[config.mk]
export PLATFORM = sky130hd
export DESIGN_NAME = sio_cfg_unlock
export DESIGN_NICKNAME = d
export VERILOG_FILES = /design/src/rtl/sio_cfg_pkg.sv /design/src/rtl/sio_port_decode.sv /design/src/rtl/sio_key_match.sv /design/src/rtl/sio_cfg_regs.sv /design/src/rtl/sio_cfg_unlock.sv
export SDC_FILE = /design/constraint.sdc
export NUM_CORES = 1
export LEC_CHECK = 0
export ABC_AREA = 1
export BUFFER_PORTS_ARGS = -buffer_cell sky130_fd_sc_hd__clkbuf_2
export CORE_AREA = 2 2 78 80
export CTS_CLUSTER_SIZE = 8
export DETAILED_ROUTE_END_ITERATION = 6
export DIE_AREA = 0 0 80 82
export GPL_ROUTABILITY_DRIVEN = 0
export HOLD_SLACK_MARGIN = 0.02
export PLACE_DENSITY = 0.78
export SLEW_MARGIN = 10
export SYNTH_ARGS = -nofsm -noshare
export SYNTH_HDL_FRONTEND = slang
export SYNTH_HIERARCHICAL = 1
export SYNTH_SLANG_ARGS = --single-unit
[constraint.sdc]
create_clock -name clk -period 1.8 [get_ports clk]
set_input_delay 0.18 -clock clk [delete_from_list [all_inputs] [get_ports clk]]
set_output_delay 0.18 -clock clk [all_outputs]
set_load 0.01 [all_outputs]
[src/rtl/sio_cfg_pkg.sv]
package sio_cfg_pkg;

  localparam int KEY_LEN = 4;

  // register indices inside the configuration space
  localparam logic [7:0] IDX_LOCK    = 8'h02;
  localparam logic [7:0] IDX_LDN     = 8'h07;
  localparam logic [7:0] IDX_ID_HI   = 8'h20;
  localparam logic [7:0] IDX_ID_LO   = 8'h21;
  localparam logic [7:0] IDX_FLASH   = 8'h24;
  localparam logic [7:0] IDX_BASE_HI = 8'h64;
  localparam logic [7:0] IDX_BASE_LO = 8'h65;

  localparam logic [7:0] LOCK_CODE     = 8'h02;
  localparam logic [7:0] DEV_WITH_BASE = 8'h07;
  localparam logic [7:0] FLASH_WR_MASK = 8'h3E;
  localparam logic [7:0] IDLE_READ     = 8'hFF;

  // expected key byte for a given stage; the last one depends on the strap
  function automatic logic [7:0] key_byte(input int stage, input logic alt);
    case (stage)
      0:       key_byte = 8'h87;
      1:       key_byte = 8'h01;
      2:       key_byte = 8'h55;
      default: key_byte = alt ? 8'hAA : 8'h55;
    endcase
  endfunction

  // merge a data-port write into the flash control register
  function automatic logic [7:0] flash_ctl_next(input logic [7:0] wdata);
    flash_ctl_next = wdata & FLASH_WR_MASK;
  endfunction

  function automatic logic [2:0] seg_field(input logic [7:0] ctl);
    seg_field = ctl[3:1];
  endfunction

endpackage

[src/rtl/sio_port_decode.sv]
module sio_port_decode #(
  parameter int          ADDR_W   = 16,
  parameter logic [15:0] BASE_PRI = 16'h002E,
  parameter logic [15:0] BASE_ALT = 16'h004E
) (
  input  logic              strap_alt,
  input  logic [ADDR_W-1:0] io_addr,
  input  logic              io_wr,
  input  logic              io_rd,
  output logic              idx_wr,
  output logic              idx_rd,
  output logic              dat_wr,
  output logic              dat_rd
);

  logic [ADDR_W-1:0] base_idx;
  logic [ADDR_W-1:0] base_dat;
  logic              hit_idx;
  logic              hit_dat;

  always_comb begin
    base_idx = strap_alt ? BASE_ALT[ADDR_W-1:0] : BASE_PRI[ADDR_W-1:0];
    base_dat = base_idx + {{(ADDR_W-1){1'b0}}, 1'b1};
    hit_idx  = (io_addr == base_idx);
    hit_dat  = (io_addr == base_dat);
    idx_wr   = io_wr & hit_idx;
    idx_rd   = io_rd & hit_idx;
    dat_wr   = io_wr & hit_dat;
    dat_rd   = io_rd & hit_dat;
  end

endmodule

[src/rtl/sio_key_match.sv]
module sio_key_match
  import sio_cfg_pkg::*;
#(
  parameter int N_KEY = KEY_LEN
) (
  input  logic       clk,
  input  logic       rst_n,
  input  logic       strap_alt,
  input  logic       idx_wr,
  input  logic [7:0] wdata,
  input  logic       lock_req,
  output logic       unlocked
);

  localparam int STAGE_W = (N_KEY > 1) ? $clog2(N_KEY) : 1;
  localparam logic [STAGE_W-1:0] LAST_STAGE = STAGE_W'(N_KEY - 1);

  logic [STAGE_W-1:0] stage_q;
  logic               unl_q;
  logic               byte_ok;
  logic               key_step;
  logic               key_miss;
  logic               key_done;

  always_comb begin
    byte_ok  = (wdata == key_byte(int'(stage_q), strap_alt));
    key_step = idx_wr & ~unl_q & byte_ok;
    key_miss = idx_wr & ~unl_q & ~byte_ok;
    key_done = key_step & (stage_q == LAST_STAGE);
  end

  always_ff @(posedge clk or negedge rst_n) begin
    if (!rst_n) begin
      stage_q <= '0;
      unl_q   <= 1'b0;
    end else if (lock_req) begin
      stage_q <= '0;
      unl_q   <= 1'b0;
    end else if (key_done) begin
      stage_q <= '0;
      unl_q   <= 1'b1;
    end else if (key_step) begin
      stage_q <= stage_q + 1'b1;
    end else if (key_miss) begin
      stage_q <= '0;
    end
  end

  assign unlocked = unl_q;

  // the gate only opens on an index-port write
  a_r2_open_on_index_write: assert property (@(posedge clk) disable iff (!rst_n)
    $rose(unl_q) |-> $past(idx_wr));

  // a wrong byte leaves the matcher at its first stage and locked
  a_r3_miss_restarts: assert property (@(posedge clk) disable iff (!rst_n)
    (key_miss && !lock_req) |=> (stage_q == '0) && !unl_q);

  // a lock request always closes the gate
  a_r7_lock_closes: assert property (@(posedge clk) disable iff (!rst_n)
    lock_req |=> !unl_q);

endmodule

[src/rtl/sio_cfg_regs.sv]
module sio_cfg_regs
  import sio_cfg_pkg::*;
#(
  parameter logic [15:0] CHIP_ID   = 16'h8716,
  parameter logic [7:0]  FLASH_RST = 8'h02,
  parameter logic [15:0] BASE_RST  = 16'h0820
) (
  input  logic        clk,
  input  logic        rst_n,
  input  logic        unlocked,
  input  logic        idx_wr,
  input  logic        dat_wr,
  input  logic [7:0]  wdata,
  output logic [7:0]  index,
  output logic [7:0]  ldn,
  output logic [7:0]  flash_ctl,
  output logic [15:0] dev_base,
  output logic        lock_req,
  output logic [7:0]  rd_value
);

  logic [7:0]  index_q;
  logic [7:0]  ldn_q;
  logic [7:0]  flash_q;
  logic [15:0] base_q;
  logic        bank_on;
  logic        cfg_wr;

  always_comb begin
    bank_on  = (ldn_q == DEV_WITH_BASE);
    cfg_wr   = dat_wr & unlocked;
    lock_req = cfg_wr & (index_q == IDX_LOCK) & (wdata == LOCK_CODE);
  end

  always_ff @(posedge clk or negedge rst_n) begin
    if (!rst_n) begin
      index_q <= 8'h00;
    end else if (idx_wr && unlocked) begin
      index_q <= wdata;
    end
  end

  always_ff @(posedge clk or negedge rst_n) begin
    if (!rst_n) begin
      ldn_q   <= 8'h00;
      flash_q <= FLASH_RST & FLASH_WR_MASK;
      base_q  <= BASE_RST;
    end else if (cfg_wr) begin
      case (index_q)
        IDX_LDN:     ldn_q   <= wdata;
        IDX_FLASH:   flash_q <= flash_ctl_next(wdata);
        IDX_BASE_HI: if (bank_on) base_q[15:8] <= wdata;
        IDX_BASE_LO: if (bank_on) base_q[7:0]  <= wdata;
        default:     ;
      endcase
    end
  end

  always_comb begin
    case (index_q)
      IDX_LDN:     rd_value = ldn_q;
      IDX_ID_HI:   rd_value = CHIP_ID[15:8];
      IDX_ID_LO:   rd_value = CHIP_ID[7:0];
      IDX_FLASH:   rd_value = flash_q;
      IDX_BASE_HI: rd_value = bank_on ? base_q[15:8] : 8'h00;
      IDX_BASE_LO: rd_value = bank_on ? base_q[7:0]  : 8'h00;
      default:     rd_value = 8'h00;
    endcase
  end

  assign index     = index_q;
  assign ldn       = ldn_q;
  assign flash_ctl = flash_q;
  assign dev_base  = base_q;

  // data-port writes while locked change no register
  a_r4_locked_write_ignored: assert property (@(posedge clk) disable iff (!rst_n)
    (dat_wr && !unlocked) |=> $stable(ldn_q) && $stable(flash_q) && $stable(base_q));

  // the base pair is frozen unless device 7 is selected
  a_r8_base_banked: assert property (@(posedge clk) disable iff (!rst_n)
    (dat_wr && (ldn_q != DEV_WITH_BASE)) |=> $stable(base_q));

  // the suspend flag never becomes set
  a_r9_suspend_clear: assert property (@(posedge clk) disable iff (!rst_n)
    dat_wr |=> !flash_q[0]);

  // the index only moves on an unlocked index-port write
  a_r5_index_source: assert property (@(posedge clk) disable iff (!rst_n)
    !(idx_wr && unlocked) |=> $stable(index_q));

endmodule

[src/rtl/sio_cfg_unlock.sv]
module sio_cfg_unlock
  import sio_cfg_pkg::*;
#(
  parameter int          ADDR_W    = 16,
  parameter logic [15:0] BASE_PRI  = 16'h002E,
  parameter logic [15:0] BASE_ALT  = 16'h004E,
  parameter logic [15:0] CHIP_ID   = 16'h8716,
  parameter logic [7:0]  FLASH_RST = 8'h02,
  parameter logic [15:0] BASE_RST  = 16'h0820
) (
  input  logic              clk,
  input  logic              rst_n,
  input  logic              strap_alt,
  input  logic [ADDR_W-1:0] io_addr,
  input  logic              io_wr,
  input  logic              io_rd,
  input  logic [7:0]        io_wdata,
  output logic [7:0]        io_rdata,
  output logic              cfg_unlocked,
  output logic [7:0]        ldn_sel,
  output logic [2:0]        seg_en,
  output logic              flash_wr_en,
  output logic              flash_pin_alt,
  output logic [15:0]       dev_base
);

  logic       idx_wr, idx_rd, dat_wr, dat_rd;
  logic       unlocked;
  logic       lock_req;
  logic [7:0] index;
  logic [7:0] flash_ctl;
  logic [7:0] rd_value;
  logic [7:0] rd_next;

  sio_port_decode #(
    .ADDR_W   (ADDR_W),
    .BASE_PRI (BASE_PRI),
    .BASE_ALT (BASE_ALT)
  ) u_decode (
    .strap_alt (strap_alt),
    .io_addr   (io_addr),
    .io_wr     (io_wr),
    .io_rd     (io_rd),
    .idx_wr    (idx_wr),
    .idx_rd    (idx_rd),
    .dat_wr    (dat_wr),
    .dat_rd    (dat_rd)
  );

  sio_key_match #(
    .N_KEY (KEY_LEN)
  ) u_key (
    .clk       (clk),
    .rst_n     (rst_n),
    .strap_alt (strap_alt),
    .idx_wr    (idx_wr),
    .wdata     (io_wdata),
    .lock_req  (lock_req),
    .unlocked  (unlocked)
  );

  sio_cfg_regs #(
    .CHIP_ID   (CHIP_ID),
    .FLASH_RST (FLASH_RST),
    .BASE_RST  (BASE_RST)
  ) u_regs (
    .clk       (clk),
    .rst_n     (rst_n),
    .unlocked  (unlocked),
    .idx_wr    (idx_wr),
    .dat_wr    (dat_wr),
    .wdata     (io_wdata),
    .index     (index),
    .ldn       (ldn_sel),
    .flash_ctl (flash_ctl),
    .dev_base  (dev_base),
    .lock_req  (lock_req),
    .rd_value  (rd_value)
  );

  always_comb begin
    if (!unlocked)   rd_next = IDLE_READ;
    else if (idx_rd) rd_next = index;
    else if (dat_rd) rd_next = rd_value;
    else             rd_next = IDLE_READ;
  end

  always_ff @(posedge clk or negedge rst_n) begin
    if (!rst_n)     io_rdata <= IDLE_READ;
    else if (io_rd) io_rdata <= rd_next;
  end

  assign cfg_unlocked  = unlocked;
  assign seg_en        = seg_field(flash_ctl);
  assign flash_wr_en   = flash_ctl[4];
  assign flash_pin_alt = flash_ctl[5];

  // locked data-port reads return all ones
  a_r4_locked_read_ff: assert property (@(posedge clk) disable iff (!rst_n)
    (dat_rd && !unlocked) |=> (io_rdata == 8'hFF));

  // reads outside the two ports return all ones
  a_r10_foreign_read_ff: assert property (@(posedge clk) disable iff (!rst_n)
    (io_rd && !idx_rd && !dat_rd) |=> (io_rdata == 8'hFF));

endmodule

==> impl_metrics.tcl, run 1 <==
set metrics [dict create \
    drive_gt1_share_pct 25.2 \
    hold_viol 0 \
    wl_mm 7.64 \
    die_height_um 82 \
    setup_tns_ns 0 \
    maxCapViolations 0 \
    die_w_um 80 \
    grt_pass1_vias 2669 \
    antenna_cells 0 \
    dpl_cell_area_um2 3420 \
    cts_root_buf "clkbuf_8" \
    ant_nets 0 \
    rows 28 \
    hold_ws_ns 0.206 \
    max_freq_mhz 604 \
    port_buffers 66 \
    fill_cells 577 \
    clk_pin_slew_ns 0.09 \
    drt_iter0_drc 279 \
    core_area_um2 5750 \
    dr_total_vias 2969 \
    cts_buffers 5 \
    crit_required_ns 2.00 \
    antenna_found_initial 0 \
    arrival_ns 1.85 \
    initial_core_util_pct 51.5 \
    cts_htree_levels 2 \
    wl_per_cell_um 13.2 \
    drt-pass1-iter-count 5 \
    cp-start-kind "flip-flop" \
    max_slew_margin_pct 62.4 \
    post-route-util_pct 61.6 \
    power_density_nw_per_um2 520 \
    grt.total_usage_pct 24.5 \
    overflow 0 \
    grt_pass1_wl_mm 12.5 \
    ir_drop_mv 0.381 \
    status "finished, final reports clean" \
    yosysWarnings 6 \
    design_area_um2 3540 \
    endpoint_kind "flip-flop" \
    rsz0062_at_grt "true" \
    die_area_um2 6560 \
    finalSetupViolCount 0 \
    cts_buffer_depth 2 \
    drc 0 \
    clock_sinks 48 \
    cts_tree "done" \
    synth.avg_cell_area_um2 7.00 \
    clock_latency_ns 0.30 \
    period_share_pct 91.9 \
    pin_count 67 \
    area_delta_synth_final_pct 19.5 \
    syn_area_um2 2960 \
    critPathMaxFanout 9 \
    fin_crit_ns 1.65 \
    finalNetCount 536 \
    leakagePower_nw 1.87 \
    slew_violations 0 \
    synth_cells 423 \
    grt_max_degree 28 \
    syn_nets 457 \
    fin_skew_ns 0.00615 \
    hold_path_class "primary input to flip-flop" \
    viasPerCell 5.14 \
    worst_slew_pin_slew_ns 0.565 \
    critPathKind "flip-flop to flip-flop" \
    hpwl_mm 5.84 \
    power_w 0.00184 \
]
what timing repair did:
item,in CTS,in global routing
endpoints found under the hold margin,11,0
buffers inserted,0,0
hold buffers,1,0
endpoints found under the setup margin,0,6
gates resized for setup,0,10
routing by layer:
metal,track usage [%],wire length (µm),vias to the layer above
met3,3.63,527,18
met1,34.3,3400,1360
li1,-,-,1474
met4,7.80,186,0
met5,0,0,-
met2,39.4,3530,117
critical path, stage by stage, from the launching register on:
cell and delay [ns]:
dfrtp_1 0.39, inv_2 0.07, nand2_1 0.15, nor2_4 0.17, buf_4 0.16, and2_1 0.15
buf_4 0.17, nand2_2 0.13, nand2_1 0.10, nand2_1 0.05
worst paths after layout:
path | start | endpoint | slack (ns) | cells past startpoint
hold / removal | io_wdata[0] | u_regs/dev_base[0]$_DFFE_PN0P_ | 0.21 | 3
setup reg to reg | u_regs/index[3]$_DFFE_PN0P_ | u_regs/dev_base[12]$_DFFE_PN0P_ | 0.15 | 9
hold reg to reg | io_rdata[0]$_DFFE_PN1P_ | io_rdata[0]$_DFFE_PN1P_ | 0.49 | 2
setup / recovery | u_regs/index[3]$_DFFE_PN0P_ | u_regs/dev_base[12]$_DFFE_PN0P_ | 0.15 | 9
max in group asynchronous | rst_n | u_regs/flash_ctl[1]$_DFFE_PN1P_ | 0.80 | 3
min in group asynchronous | rst_n | u_regs/flash_ctl[2]$_DFFE_PN0P_ | 0.40 | 2
where the power goes:
part           total (W)  internal (W)  switching, W  leakage [nW]
Sequential       0.00108       0.00108  0.0000000491         0.549
Clock           0.000633      0.000273      0.000359        0.0422
Combinational   0.000126     0.0000445     0.0000816          1.28
flip-flops by register name, indices dropped and copies added, names as in the netlist:
register / cells
u_regs/dev_base: 16
io_rdata: 8
u_regs/index: 8
u_regs/ldn: 8
u_regs/flash_ctl: 5
u_key/stage_q: 2
u_key/unlocked: 1
placed cells by master (no fill, tap or decap), drive strengths merged:
cell	count
nor4	1
clkbuf	73
and2	1
a21oi	16
o21ai	25
inv	54
buf	13
nor3	7
dfstp	11
dfrtp	37
nand4	3
nand2	142
nor2	57
nand3b	3
nand3	45
dlygate4sd3	1
ha	5
clkinv	9
metrics by stage:
| step | setup WS [ns] | instances |
|---|---|---|
| floorplan | 0.101 | 423 |
| global placement | 0.152 | 569 |
| detailed placement | 0.110 | 569 |
| CTS | 0.135 | 578 |
| global route | -0.00879 | 578 |
| finish | 0.146 | 578 |
layout make-up:
class,count,area [µm²],area share [%]
Clock buffer,7,76.3,2.16
Sequential cell,48,1210,34.3
Multi-Input combinational cell,305,1460,41.3
Clock inverter,1,5.00,0.141
Timing Repair Buffer,80,450,12.7
Tap cell,75,93.8,2.65
Inverter,62,235,6.65
(Power assumes the default switching activity.)
==> run 2, diff against run 1 <==
Settings changed: MAX_ROUTING_LAYER from default to met4.
==> impl_metrics.tcl, run 2 (synthesized netlist as in run 1, its figures left out) <==
set metrics [dict create \
    status "finished, final reports clean" \
    rows 28 \
    port_buffers 66 \
    grt_pass1_wl_mm 12.5 \
    cts_tree "done" \
    hpwl_mm 5.84 \
    antenna_found_initial 0 \
    grt.total_usage_pct 25.2 \
    power_w 0.00184 \
    power_density_nw_per_um2 520 \
    critPathLaunch "u_regs/index[3]$_DFFE_PN0P_" \
    clock_latency_ns 0.30 \
    core_area_um2 5750 \
    dr_total_vias 2973 \
    layout_common_cells "134 x nand2_1, 66 x clkbuf_2, 51 x inv_1, 45 x nor2_1, 44 x nand3_1" \
    cts_buffers 5 \
    holdPathStages 3 \
    drt-pass1-iter-count 5 \
    area_delta_synth_final_pct 19.5 \
    fin_skew_ns 0.00248 \
    regArea_um2 1210 \
    grt_max_degree 28 \
    critPathKind "flip-flop to flip-flop" \
    max_slew_margin_pct 61.9 \
    die_w_um 80 \
    fin_crit_ns 1.66 \
    die_height_um 82 \
    hold_path_class "primary input to flip-flop" \
    reg2reg_setup_slack_ns 0.14 \
    final_common_cell "nand2_1" \
    regToRegEndpoint "u_regs/dev_base[15]$_DFFE_PN0P_" \
    endpoint_kind "flip-flop" \
    arrival_ns 1.86 \
    hold_viol 0 \
    pin_count 67 \
    period_share_pct 92.4 \
    ir_drop_mv 0.380 \
    drt_iter0_drc 228 \
    crit_required_ns 2.00 \
    cts_htree_levels 2 \
    rsz0062_at_grt "true" \
    slew_violations 0 \
    multi_input_area_um2 1460 \
    largest_reg_flops 16 \
    drc 0 \
    drive_gt1_share_pct 25.2 \
    worst_slew_pin_slew_ns 0.572 \
    critPathMaxFanout 9 \
    finalSetupViolCount 0 \
    grt_pass1_vias 2669 \
    wl_mm 7.64 \
    cts_root_buf "clkbuf_8" \
    overflow 0 \
    min_from "io_wdata[1]" \
    maxCapViolations 0 \
    clock_sinks 48 \
    wl_per_cell_um 13.2 \
    cts_buffer_depth 2 \
    initial_core_util_pct 51.5 \
    finalNetCount 536 \
    max_freq_mhz 601 \
    leakagePower_nw 1.87 \
    antenna_cells 0 \
    cp-start-kind "flip-flop" \
    die_area_um2 6560 \
    whs_endpoint "u_regs/flash_ctl[1]$_DFFE_PN1P_" \
    setup_tns_ns 0 \
    ant_nets 0 \
    r2r_cells 9 \
    clk_pin_slew_ns 0.09 \
    reg2reg_from "u_regs/index[3]$_DFFE_PN0P_" \
    viasPerCell 5.14 \
    fill_cells 577 \
]
run 2: cell type report:
| class | instances | share of cell area (%) |
|---|---|---|
| inverters | 62 | 6.65 |
| clock buffers | 7 | 2.16 |
| well taps | 75 | 2.65 |
| multi-input cells | 305 | 41.3 |
| flip-flops and latches | 48 | 34.3 |
| repair buffers | 80 | 12.7 |
| clock inverters | 1 | 0.141 |
run 2: power by group:
| part | switching [W] | total (W) | internal [W] |
|---|---|---|---|
| Sequential | 0.0000000488 | 0.00108 | 0.00108 |
| Combinational | 0.0000814 | 0.000126 | 0.0000445 |
| Clock | 0.000361 | 0.000634 | 0.000274 |
| Total | 0.000442 | 0.00184 | 0.00140 |
run 2: per-stage QoR:
| step | setup slack (ns) | std cells | hold WS [ns] | util [%] | cell area (µm²) |
|---|---|---|---|---|---|
| after floorplan | 0.101 | 423 | -0.116 | - | 2960 |
| after CTS | 0.135 | 578 | 0.193 | 61.2 | 3520 |
| after global routing | -0.00922 | 578 | 0.214 | 61.6 | 3540 |
| final | 0.136 | 578 | 0.203 | 61.6 | 3540 |
| after detailed placement | 0.110 | 569 | 0.196 | 59.6 | 3420 |
| after global placement | 0.152 | 569 | 0.186 | 59.6 | 3420 |
run 2: layer usage:
| layer | track usage [%] | wire (µm) | vias up |
|---|---|---|---|
| met1 | 34.1 | 3350 | 1345 |
| li1 | - | - | 1474 |
| met2 | 39.6 | 3520 | 141 |
| met4 | 7.80 | 136 | 0 |
| met5 | - | 0 | - |
| met3 | 3.52 | 641 | 13 |
run 2: worst max-delay path by stage:
stage,end,cells after the start
floorplan,u_regs/dev_base[0]$_DFFE_PN0P_,10
global placement,u_regs/ldn[1]$_DFFE_PN0P_,11
detailed placement,u_regs/dev_base[15]$_DFFE_PN0P_,12
CTS,io_rdata[7]$_DFFE_PN1P_,11
global route,io_rdata[0]$_DFFE_PN1P_,12
finish,u_regs/dev_base[15]$_DFFE_PN0P_,9
run 2: repair_timing:
item / CTS / global route
endpoints found under the setup margin: 0 / 6
buffers inserted: 0 / 0
resized for setup: 0 / 10
hold buffers: 1 / 0
hold endpoints to repair: 11 / 0
run 2: worst max-delay path, cell delays in order, from the launching register on:
cell	delay, ns
dfrtp_1	0.39
inv_2	0.07
nand2_1	0.16
nor2_4	0.17
buf_4	0.16
and2_1	0.15
buf_4	0.17
nand2_2	0.13
nand2_1	0.10
nand2_1	0.06
==> run 3, diff against run 2 <==
Settings changed: CELL_PAD_IN_SITES_DETAIL_PLACEMENT from default to 0, CELL_PAD_IN_SITES_GLOBAL_PLACEMENT from default to 1, CORE_AREA 2 2 78 80 to 2 2 92 94, DIE_AREA 0 0 80 82 to 0 0 94 96, PLACE_DENSITY 0.78 to default, PLACE_DENSITY_LB_ADDON from default to 0.1.
==> impl_metrics.tcl, run 3 (synthesized netlist as in run 1, its figures left out) <==
set metrics [dict create \
    die_w_um 94 \
    fin_skew_ns 0.00315 \
    timing.final.ws_setup_ns 0.172 \
    r2r_cells 11 \
    hpwl_mm 6.75 \
    min_from "io_wdata[4]" \
    final_common_cell "nand2_1" \
    ant_nets 0 \
    initial_core_util_pct 36.8 \
    finalSetupViolCount 0 \
    drt_iter0_drc 194 \
    grt_pass1_wl_mm 13.9 \
    ir_drop_mv 0.264 \
    hold_path_class "primary input to flip-flop" \
    critPathMaxFanout 8 \
    fin_crit_ns 1.63 \
    final_cells 619 \
    max_slew_margin_pct 62.8 \
    clock_latency_ns 0.30 \
    wl_mm 8.52 \
    overflow 0 \
    period_share_pct 90.4 \
    pin_count 67 \
    area_delta_synth_final_pct 24.0 \
    drt-pass1-iter-count 4 \
    grt_max_degree 29 \
    cp-start-kind "flip-flop" \
    largest_reg_flops 16 \
    max_freq_mhz 614 \
    port_buffers 66 \
    cts_htree_levels 2 \
    endpoint_kind "flip-flop" \
    multi_input_area_um2 1460 \
    arrival_ns 1.86 \
    viasPerCell 4.69 \
    reg2reg_from "u_regs/index[6]$_DFFE_PN0P_" \
    core_area_um2 8050 \
    layout_common_cells "134 x nand2_1, 66 x clkbuf_2, 51 x inv_1, 44 x nor2_1, 44 x nand3_1" \
    die_area_um2 9020 \
    antenna_found_initial 0 \
    grt_pass1_vias 2715 \
    die_height_um 96 \
    maxCapViolations 0 \
    dr_total_vias 2902 \
    finalNetCount 547 \
    clock_sinks 48 \
    dp.cells 609 \
    hold_viol 0 \
    status "finished, final reports clean" \
    holdPathStages 3 \
    wl_per_cell_um 13.8 \
    cts_tree "done" \
    regToRegEndpoint "io_rdata[2]$_DFFE_PN1P_" \
    antenna_cells 0 \
    power_density_nw_per_um2 519 \
    worst_slew_pin_slew_ns 0.557 \
    whs_endpoint "u_regs/flash_ctl[4]$_DFFE_PN0P_" \
    leakagePower_nw 1.93 \
    drive_gt1_share_pct 27.0 \
    crit_required_ns 2.04 \
    rows 33 \
    cts_root_buf "clkbuf_8" \
    regArea_um2 1210 \
    clk_pin_slew_ns 0.09 \
    grt.total_usage_pct 20.6 \
    cts_buffers 5 \
    drc 0 \
    dp_slack_ns 0.0644 \
    setup_tns_ns 0 \
    cts_buffer_depth 2 \
    hold_ws_ns 0.211 \
    slew_violations 0 \
    reg2reg_setup_slack_ns 0.17 \
    critPathKind "flip-flop to flip-flop" \
    fill_cells 893 \
]
run 3: cell count changes in the layout (fill, tap and decap cells not counted):
cell and change:
clkbuf_1 -1, nor2_2 +1, o21ai_1 -2, nor2_1 -1
clkbuf_8 +1, buf_4 +11, o21ai_2 -1, clkinv_2 -1
clkinvlp_4 +1, o21ai_0 +3
run 3: area by class of cell:
| class | count | area share [%] |
|---|---|---|
| Timing Repair Buffer | 91 | 14.5 |
| Clock buffer | 7 | 2.35 |
| Tap cell | 105 | 3.58 |
| Multi-Input combinational cell | 305 | 39.8 |
| Inverter | 62 | 6.41 |
| Sequential cell | 48 | 33.1 |
| Clock inverter | 1 | 0.205 |
run 3: timing repair:
item                                    in CTS  in global routing
buffers inserted                             0                  1
endpoints found under the setup margin       0                  8
endpoints found under the hold margin       10                  0
hold buffers                                 1                  0
gates resized for setup                      0                  7
run 3: worst max path at each step:
stage,from,to,cells after the start
global route,u_regs/index[7]$_DFFE_PN0P_,io_rdata[2]$_DFFE_PN1P_,11
finish,u_regs/index[6]$_DFFE_PN0P_,io_rdata[2]$_DFFE_PN1P_,11
CTS,u_regs/index[3]$_DFFE_PN0P_,io_rdata[2]$_DFFE_PN1P_,11
global placement,io_addr[15],u_key/unlocked$_DFFE_PN0P_,14
detailed placement,io_addr[15],u_key/unlocked$_DFFE_PN0P_,14
floorplan,io_addr[15],u_regs/dev_base[0]$_DFFE_PN0P_,10
run 3: per-layer routing:
layer / part of all wire, % / vias up / wire [µm] / track usage (%)
li1: - / 1498 / - / -
met1: 49 / 1340 / 4200 / 29.5
met2: 45 / 60 / 3810 / 32.2
met3: 5.6 / 4 / 480 / 3.21
met4: 0.42 / 0 / 36 / 2.17
met5: 0 / - / 0 / -
run 3: stage by stage:
step / area, µm² / total power [W] / util [%]
2_1_floorplan: 2960 / 0.00114 / -
3_3_place_gp: 3540 / 0.00124 / 43.9
3_5_place_dp: 3540 / 0.00124 / 43.9
4_1_cts: 3640 / 0.00193 / 45.2
5_1_grt: 3670 / 0.00199 / 45.6
6_report: 3670 / 0.00191 / 45.6
run 3: critical path, cell delays in order (launching register included):
cell	delay, ns
dfrtp_1	0.42
inv_1	0.09
nand2_1	0.12
nor2_4	0.19
nand2_2	0.14
nor2_1	0.15
nor2_1	0.08
nand3_1	0.08
inv_1	0.05
nand2_1	0.05
nand2_1	0.06
a21oi_1	0.14
run 3: power by group:
group,switching [W],total [W],internal (W)
clock network,0.000378,0.000691,0.000313
registers,0.0000000572,0.00108,0.00108
logic,0.0000870,0.000136,0.0000487
total,0.000465,0.00191,0.00144
